==> config.mk <==
export PLATFORM = sky130hd
export DESIGN_NAME = scan_poll_seq
export DESIGN_NICKNAME = d
export VERILOG_FILES = /design/src/rtl/scan_poll_pkg.sv /design/src/rtl/scan_poll_oneshot.sv /design/src/rtl/scan_poll_addr.sv /design/src/rtl/scan_poll_record.sv /design/src/rtl/scan_poll_seq.sv
export SDC_FILE = /design/constraint.sdc
export NUM_CORES = 1
export LEC_CHECK = 0
export BUFFER_PORTS_ARGS = -buffer_cell sky130_fd_sc_hd__buf_2
export CORE_AREA = 2 2 75 77
export CTS_CLUSTER_DIAMETER = 150
export CTS_CLUSTER_SIZE = 30
export DETAILED_ROUTE_END_ITERATION = 7
export DIE_AREA = 0 0 77 79
export GPL_TIMING_DRIVEN = 0
export PLACE_DENSITY = 0.77
export SLEW_MARGIN = 20
export SYNTH_ARGS = -nofsm -noshare
export SYNTH_HDL_FRONTEND = slang
export SYNTH_SLANG_ARGS = --single-unit
==> constraint.sdc <==
create_clock -name clk -period 4.87 [get_ports clk]
set_clock_uncertainty 0.15 [all_clocks]
set_input_delay 0.974 -clock clk [delete_from_list [all_inputs] [get_ports clk]]
set_output_delay 0.974 -clock clk [all_outputs]
set_load 0.1 [all_outputs]
==> src/rtl/scan_poll_pkg.sv <==
package scan_poll_pkg;

  typedef enum logic [2:0] {
    SP_IDLE    = 3'd0,
    SP_ARM     = 3'd1,
    SP_MEASURE = 3'd2,
    SP_SOLVE   = 3'd3,
    SP_OFFER   = 3'd4
  } sp_state_e;

  // Address of the following poll in a sweep.
  function automatic logic [4:0] sp_next_addr(input logic [4:0] cur);
    return cur + 5'd1;
  endfunction

  // True when the record just offered is the final one of the scan.
  function automatic logic sp_is_final(input logic [4:0] cur,
                                       input logic       manual,
                                       input logic [4:0] last);
    return manual || (cur == last);
  endfunction

endpackage

==> src/rtl/scan_poll_oneshot.sv <==
module scan_poll_oneshot #(
  parameter int LEN = 4
) (
  input  logic clk,
  input  logic rst_n,
  input  logic fire,
  output logic active,
  output logic final_cyc
);
  localparam int CW = $clog2(LEN + 1);
  localparam logic [CW-1:0] LOAD = CW'(LEN);

  logic [CW-1:0] cnt_q;

  always_ff @(posedge clk or negedge rst_n) begin
    if (!rst_n)             cnt_q <= '0;
    else if (fire)          cnt_q <= LOAD;
    else if (cnt_q != '0)   cnt_q <= cnt_q - CW'(1);
  end

  assign active    = (cnt_q != '0);
  assign final_cyc = (cnt_q == CW'(1));
endmodule

==> src/rtl/scan_poll_addr.sv <==
module scan_poll_addr #(
  parameter int AW = 5
) (
  input  logic          clk,
  input  logic          rst_n,
  input  logic          load,
  input  logic [AW-1:0] load_val,
  input  logic          step,
  output logic [AW-1:0] addr
);
  always_ff @(posedge clk or negedge rst_n) begin
    if (!rst_n)     addr <= '0;
    else if (load)  addr <= load_val;
    else if (step)  addr <= addr + AW'(1);
  end
endmodule

==> src/rtl/scan_poll_record.sv <==
module scan_poll_record #(
  parameter int AW = 5,
  parameter int DW = 6,
  parameter int CW = 8
) (
  input  logic          clk,
  input  logic          rst_n,
  input  logic          clear_attr,
  input  logic          attr_take,
  input  logic [DW-1:0] attr_in,
  input  logic          capture,
  input  logic [AW-1:0] addr_in,
  input  logic [CW-1:0] x_in,
  input  logic [CW-1:0] y_in,
  output logic [AW-1:0] rec_addr,
  output logic [DW-1:0] rec_attr,
  output logic [CW-1:0] rec_x,
  output logic [CW-1:0] rec_y
);
  logic [DW-1:0] hold_q;

  always_ff @(posedge clk or negedge rst_n) begin
    if (!rst_n)          hold_q <= '0;
    else if (clear_attr) hold_q <= '0;
    else if (attr_take)  hold_q <= attr_in;
  end

  always_ff @(posedge clk or negedge rst_n) begin
    if (!rst_n) begin
      rec_addr <= '0;
      rec_attr <= '0;
      rec_x    <= '0;
      rec_y    <= '0;
    end else if (capture) begin
      rec_addr <= addr_in;
      rec_attr <= hold_q;
      rec_x    <= x_in;
      rec_y    <= y_in;
    end
  end
endmodule

==> src/rtl/scan_poll_seq.sv <==
module scan_poll_seq
  import scan_poll_pkg::*;
#(
  parameter int TX_LEN    = 4,
  parameter int WIN_LEN   = 16,
  parameter int LAST_ADDR = 31
) (
  input  logic       clk,
  input  logic       rst_n,
  input  logic       start_i,
  input  logic       manual_i,
  input  logic [4:0] manual_addr_i,
  input  logic       tick_i,
  input  logic       attr_stb_i,
  input  logic [5:0] attr_i,
  input  logic       coord_done_i,
  input  logic [7:0] coord_x_i,
  input  logic [7:0] coord_y_i,
  input  logic       rec_ready_i,
  output logic       busy_o,
  output logic [4:0] tx_addr_o,
  output logic       tx_en_o,
  output logic       timer_start_o,
  output logic       window_o,
  output logic       compute_o,
  output logic       rec_valid_o,
  output logic [4:0] rec_addr_o,
  output logic [5:0] rec_attr_o,
  output logic [7:0] rec_x_o,
  output logic [7:0] rec_y_o,
  output logic       done_o
);
  localparam int AW = 5;
  localparam int DW = 6;
  localparam int CW = 8;
  localparam logic [AW-1:0] LAST = AW'(LAST_ADDR);

  sp_state_e     st_q, st_d;
  logic          manual_q;
  logic [AW-1:0] cur_addr;
  logic          comp_q, tstart_q, done_q;

  // Named internal events
  logic ev_start, ev_launch, ev_win_end, ev_solved, ev_accept, ev_final;
  logic win_active, win_last, tx_active, tx_last;

  assign ev_start   = (st_q == SP_IDLE) && start_i;
  assign ev_launch  = (st_q == SP_ARM) && tick_i;
  assign ev_win_end = (st_q == SP_MEASURE) && win_last;
  assign ev_solved  = (st_q == SP_SOLVE) && coord_done_i;
  assign ev_accept  = (st_q == SP_OFFER) && rec_ready_i;
  assign ev_final   = sp_is_final(cur_addr, manual_q, LAST);

  always_comb begin
    st_d = st_q;
    unique case (st_q)
      SP_IDLE:    if (ev_start)   st_d = SP_ARM;
      SP_ARM:     if (ev_launch)  st_d = SP_MEASURE;
      SP_MEASURE: if (ev_win_end) st_d = SP_SOLVE;
      SP_SOLVE:   if (ev_solved)  st_d = SP_OFFER;
      SP_OFFER:   if (ev_accept)  st_d = ev_final ? SP_IDLE : SP_ARM;
      default:                    st_d = SP_IDLE;
    endcase
  end

  always_ff @(posedge clk or negedge rst_n) begin
    if (!rst_n) begin
      st_q     <= SP_IDLE;
      manual_q <= 1'b0;
      comp_q   <= 1'b0;
      tstart_q <= 1'b0;
      done_q   <= 1'b0;
    end else begin
      st_q     <= st_d;
      comp_q   <= ev_win_end;
      tstart_q <= ev_launch;
      done_q   <= ev_accept && ev_final;
      if (ev_start) manual_q <= manual_i;
    end
  end

  scan_poll_addr #(.AW(AW)) u_addr (
    .clk      (clk),
    .rst_n    (rst_n),
    .load     (ev_start),
    .load_val (manual_i ? manual_addr_i : '0),
    .step     (ev_accept && !ev_final),
    .addr     (cur_addr)
  );

  scan_poll_oneshot #(.LEN(TX_LEN)) u_tx_shot (
    .clk       (clk),
    .rst_n     (rst_n),
    .fire      (ev_launch),
    .active    (tx_active),
    .final_cyc (tx_last)
  );

  scan_poll_oneshot #(.LEN(WIN_LEN)) u_win_shot (
    .clk       (clk),
    .rst_n     (rst_n),
    .fire      (ev_launch),
    .active    (win_active),
    .final_cyc (win_last)
  );

  scan_poll_record #(.AW(AW), .DW(DW), .CW(CW)) u_rec (
    .clk        (clk),
    .rst_n      (rst_n),
    .clear_attr (ev_launch),
    .attr_take  (attr_stb_i && win_active && (st_q == SP_MEASURE)),
    .attr_in    (attr_i),
    .capture    (ev_solved),
    .addr_in    (cur_addr),
    .x_in       (coord_x_i),
    .y_in       (coord_y_i),
    .rec_addr   (rec_addr_o),
    .rec_attr   (rec_attr_o),
    .rec_x      (rec_x_o),
    .rec_y      (rec_y_o)
  );

  assign busy_o        = (st_q != SP_IDLE);
  assign tx_addr_o     = cur_addr;
  assign tx_en_o       = tx_active;
  assign timer_start_o = tstart_q;
  assign window_o      = win_active;
  assign compute_o     = comp_q;
  assign rec_valid_o   = (st_q == SP_OFFER);
  assign done_o        = done_q;

  logic unused_tx_last;
  assign unused_tx_last = tx_last;
endmodule

==> results of run 1 <==
final cells by class:
class | count | share of cell area
Inverter | 8 | 0.0104
Buffer | 8 | 0.0117
Sequential cell | 53 | 0.459
Clock buffer | 7 | 0.0334
Clock inverter | 1 | 0.00173
Multi-Input combinational cell | 123 | 0.325
Tap cell | 72 | 0.0312
Timing Repair Buffer | 73 | 0.127
logic make-up after synthesis:
kind of cell | after synthesis | share of synthesized area
xor+xnor | 2 | 0.00755
flops | 53 | 0.571
buf+inv | 16 | 0.0275
simple gates | 44 | 0.114
compound gates | 41 | 0.102
mux | 30 | 0.145
fa+ha+maj | 6 | 0.0323
layer usage:
layer	up-vias	track usage	wire length [µm]
li1	858	-	-
met1	852	0.205	2130
met2	46	0.268	2240
met3	7	0.0466	277
met4	0	0.0429	42
met5	-	0	0
final timing paths:
check | to | slack (ns) | cells past startpoint
setup / recovery | window_o | 1.47 | 5
hold / removal | u_rec.rec_attr[0] | 0.36 | 1
setup reg to reg | u_addr.addr[3] | 2.31 | 7
hold reg to reg | u_rec.rec_attr[0] | 0.36 | 1
max in group asynchronous | u_win_shot.cnt_q[0] | 3.60 | 1
min in group asynchronous | timer_start_o | 0.55 | 1
per-stage QoR:
| step | setup WS, ns | area, µm² | utilization |
|---|---|---|---|
| 2_1_floorplan | 1.90 | 2320 | - |
| 3_3_place_gp | 1.83 | 2780 | 0.520 |
| 3_5_place_dp | 1.79 | 2780 | 0.521 |
| 4_1_cts | 1.44 | 2880 | 0.540 |
| 5_1_grt | 1.30 | 2890 | 0.541 |
| 6_report | 1.47 | 2890 | 0.541 |
cell usage after synthesis, drive strengths merged, types with 2 or more instances:
| master | instances | area, µm² |
|---|---|---|
| nand2b | 2 | 12.5 |
| or4 | 2 | 15.0 |
| inv | 8 | 30.0 |
| dfrtp | 53 | 1330 |
| nand4 | 2 | 12.5 |
| clkbuf | 5 | 20.0 |
| or4b | 2 | 20.0 |
| mux2 | 29 | 327 |
| xnor2 | 2 | 17.5 |
| nor4b | 2 | 23.8 |
| nand2 | 4 | 15.0 |
| o211ai | 2 | 15.0 |
| or3 | 3 | 18.8 |
| a211oi | 2 | 15.0 |
| a31oi | 5 | 31.3 |
| a21oi | 13 | 65.1 |
| nor2 | 9 | 33.8 |
| o21ai | 13 | 65.1 |
| buf | 3 | 13.8 |
| nor3 | 3 | 15.0 |
| nand3 | 9 | 45.0 |
| ha | 6 | 75.1 |
sequential cells by signal, indices dropped and copies added (netlist names):
name	cells
compute_o	1
done_o	1
manual_q	1
st_q	3
timer_start_o	1
u_addr.addr	5
u_rec.hold_q	6
u_rec.rec_addr	5
u_rec.rec_attr	6
u_rec.rec_x	8
u_rec.rec_y	8
u_tx_shot.cnt_q	3
u_win_shot.cnt_q	5
worst max-delay path, cell delays in order, from the launching register on:
cell and delay, ns:
dfrtp_1 0.42, inv_1 0.09, ha_1 0.20, nor4b_2 0.68
inv_2 0.22, buf_2 0.36
==> metrics.md, run 1 <==
| Metric | Value |
|---|---|
| Post-synth EDFFs | 0 |
| Setup crit start | u_win_shot.cnt_q[0] |
| Crit share post-route | 0.698 |
| First-pass GRT wire length | 7.80 mm |
| Crit-path max FO | 10 |
| Crit path launch type | register |
| Die Y | 79 µm |
| Vias/cell | roughly 5.1 |
| CTS Buf Count | 5 |
| Setup violators final | 0 |
| Ys flop type | dfrtp_1 |
| Final wirelength | 4.69 mm |
| Synthesis-to-layout area growth | 24.4% |
| Async set or reset register ratio after synthesis | 1.00 |
| Max_cap viols | 0 |
| DRC | 0 |
| RR Startpoint | u_addr.addr[0] |
| Via count | 1,763 |
| Router iterations before antenna repair | 4 |
| Setup Buffers After CTS | 0 |
| Worst-Margin Slew | 0.804 ns |
| Hold_ws | 0.356 ns |
| Post-synthesis sequential area ratio | 0.571 |
| Hold WC Path Type | register to register |
| ANT cells | 0 |
| Die width | slightly below 80 µm |
| Fin. max-slew vios | 0 |
| CTS tree | built |
| Starting Density | 0.435 |
| Final Hold Fails | 0 |
| Wire per inst | between 10 and 15 µm |
| Fillers | 488 |
| GRT overflow | 0 |
| Core Rows | 27 |
| Commonest non-fill, non-tap cell in the layout | buf_2 |
| Setup Crit Path Kind | register to primary output |
| Synth warn | 0 |
| Die area | 6080 µm² |
| Sink Count | 53 |
| Post-synthesis cell area | 2320 µm² |
| Unrepaired setup endpoints after global routing | false |
| Post-Syn Instances | 192 |
| Placed insts | 337 |
| Setup TNS | 0 ns |
| CTS clk-pin slew, worst paths | roughly 0.090 ns |
| Antenna violations before repair | 0 |
| Yosys cell types | 39 |
| Core Area | 5340 µm² |
| Hold buffer count at CTS | 0 |
| Register area | 1330 µm² |
| I/O pins | 74 |
| Pin count of the biggest net entering global routing | 54 |
| Max Fclk | 294 MHz |
| Gates resized, CTS repair | 0 |
| Critical path arrival | around 2.3 ns |
| I/O Buffers | 73 |
| Tmin final | approximately 3.4 ns |
| Most frequent cells in the layout | buf_2 (74), dfrtp_1 (53), mux2_2 (29), o21ai_0 (13), a21oi_1 (13) |
| Syn_nets | 233 |
| Vias in the first global route | 1,698 |
| Layout Nets | 313 |
| Placer Congestion | 0.792 |
| Crit path required time | 3.75 ns |
| HP Start | u_rec.hold_q[0] |
| Iteration-0 DRC Markers | 41 |
| Crit end category | primary output |
| DP HPWL | 3.35 mm |
| Final ANT Viol Nets | 0 |
| Clk root buf | clkbuf_8 |
| Avg Inst Size Synth | 12.1 µm² |
| Slew HR | 0.463 |
| Final Instance Count excl. Fillers | 345 |
| Multi-input logic area | 937 µm² |
| Layout cell share with drive strength beyond 1 | 0.436 |
| Status | completed |
| CTS max path bufs | 2 |
| H-tree depth | 2 |
| #FFs+latches synth | 53 |
| Gr usage total | 0.160 |
| Clock Latency Late Sink | 0.30 ns |
Power of run 1 is not shown: default switching activity piles up to over one toggle a cycle in this logic, so the estimate is an artifact.
==> run 2: changes to the inputs <==
==> constraint.sdc (replaced) <==
create_clock -name clk -period 3.18 [get_ports clk]
set_clock_uncertainty 0.15 [all_clocks]
set_input_delay 0.636 -clock clk [delete_from_list [all_inputs] [get_ports clk]]
set_output_delay 0.636 -clock clk [all_outputs]
set_load 0.1 [all_outputs]
==> metrics.md, run 2 (synthesized netlist as in run 1, its figures left out) <==
| Metric | Value |
|---|---|
| Pin count of the biggest net entering global routing | 54 |
| Register-to-Register Path Depth | 7 |
| Setup Slack @ Placement | 0.441 ns |
| Largest regs | u_rec.rec_x: 8 flops, u_rec.rec_y: 8 flops |
| I/O pins | 74 |
| Final Hold Fails | 0 |
| First-pass GRT wire length | 7.80 mm |
| Setup violators final | 0 |
| Router iterations before antenna repair | 5 |
| Hold buffer count at CTS | 0 |
| Max Fclk | 355 MHz |
| Multi-input logic area | 946 µm² |
| Commonest non-fill, non-tap cell in the layout | buf_2 |
| H-tree depth | 2 |
| Worst-Margin Slew | 0.694 ns |
| Most frequent cells in the layout | buf_2 (74), dfrtp_1 (53), mux2_2 (29), o21ai_0 (13), a21oi_1 (13) |
| Iteration-0 DRC Markers | 42 |
| CTS tree | built |
| Fin. max-slew vios | 0 |
| CTS Buf Count | 5 |
| Final Instance Count excl. Fillers | roughly 350 |
| Vias/cell | 5.10 |
| Final core utilization | 0.542 |
| CP Cell Sequence | inv_1 -> ha_1 -> nor4b_4 -> inv_2 -> buf_2 |
| Slew HR | 0.530 |
| I/O Buffers | 73 |
| DRT met1 WL | 2.13 mm |
| Sink Count | 53 |
| GRT overflow | 0 |
| Cell family with most CP delay | buffers and inverters |
| Core Rows | 27 |
| Critical path arrival | between 2 and 2.5 ns |
| Hold WC Path Type | primary input to async pin |
| Crit path required time | about 2.4 ns |
| Crit share post-route | 0.885 |
| CP bufs+invs | 3 |
| Starting Density | 0.435 |
| Setup Crit Path Kind | register to primary output |
| Register area | 1330 µm² |
| Placer Congestion | 0.792 |
| Met3 WL | 277 µm |
| Layout Nets | 313 |
| Max_cap viols | 0 |
| Crit-path max FO | 10 |
| Unrepaired setup endpoints after global routing | false |
| DRC | 0 |
| CTS max path bufs | 2 |
| Final worst slack | 0.367 ns |
| Gr usage total | 0.160 |
| Setup Buffers After CTS | 0 |
| Worst path max stage delay | 0.47 ns |
| Final wirelength | 4.70 mm |
| Clk root buf | clkbuf_8 |
| Via count | 1,760 |
| Core Area | 5340 µm² |
| Die area | ~6100 µm² |
| Status | completed |
| Antenna violations before repair | 0 |
| Critical Path Slowest Stage Cell | nor4b_4 |
| Synthesis-to-layout area growth | 24.7% |
| Reg-to-reg slack, setup | around 0.62 ns |
| Highest metal layer with signal wires | met4 |
| Final ANT Viol Nets | 0 |
| Layout cell share with drive strength beyond 1 | 0.436 |
| ANT cells | 0 |
| Fillers | 485 |
| Placed insts | ~340 |
| Gates resized, CTS repair | 0 |
| CTS clk-pin slew, worst paths | ~0.09 ns |
| RR Startpoint | u_addr.addr[0] |
| Setup TNS | 0 ns |
| Tmin final | 2.81 ns |
| Clock Latency Late Sink | 0.30 ns |
| Die Y | around 80 µm |
| Crit path launch type | register |
| DP HPWL | 3.35 mm |
| Die width | 77 µm |
| Met2 wire length | between 2 and 2.5 mm |
| R2r endpoint | u_addr.addr[3] |
| Vias in the first global route | 1,698 |
| Wire per inst | 13.6 µm |
| Crit end category | primary output |
[run 2: cell counts in the layout (fill, tap and decap cells not counted)]
Identical to the previous run, type by type.
[run 2: worst max path at each step]
stage                           to                 from  depth (start not counted)
floorplan           u_addr.addr[3]       u_addr.addr[0]                          7
global placement          window_o  u_win_shot.cnt_q[0]                          5
detailed placement        window_o  u_win_shot.cnt_q[0]                          5
CTS                       window_o  u_win_shot.cnt_q[0]                          5
global route              window_o  u_win_shot.cnt_q[0]                          5
finish                    window_o  u_win_shot.cnt_q[0]                          5
[run 2: stage by stage]
step                      hold WS [ns]  area [µm²]
after floorplan                  0.190        2320
after detailed placement         0.337        2780
final                            0.212        2900
after global placement           0.328        2780
after global routing             0.257        2900
after CTS                        0.224        2880
[run 2: area by class of cell]
type | count | share of cell area
plain buffers | 8 | 0.0117
clock inverters | 1 | 0.00173
flip-flops and latches | 53 | 0.458
well taps | 72 | 0.0311
multi-input cells | 123 | 0.327
repair buffers | 73 | 0.127
inverters | 8 | 0.0104
clock buffers | 7 | 0.0333
[run 2: metal layers]
metal / GRT usage / up-vias
met1: 0.205 / 849
li1: - / 858
met5: 0 / -
met4: 0.0429 / 0
met2: 0.268 / 46
met3: 0.0466 / 7
Power of run 2 is left out for the same reason.
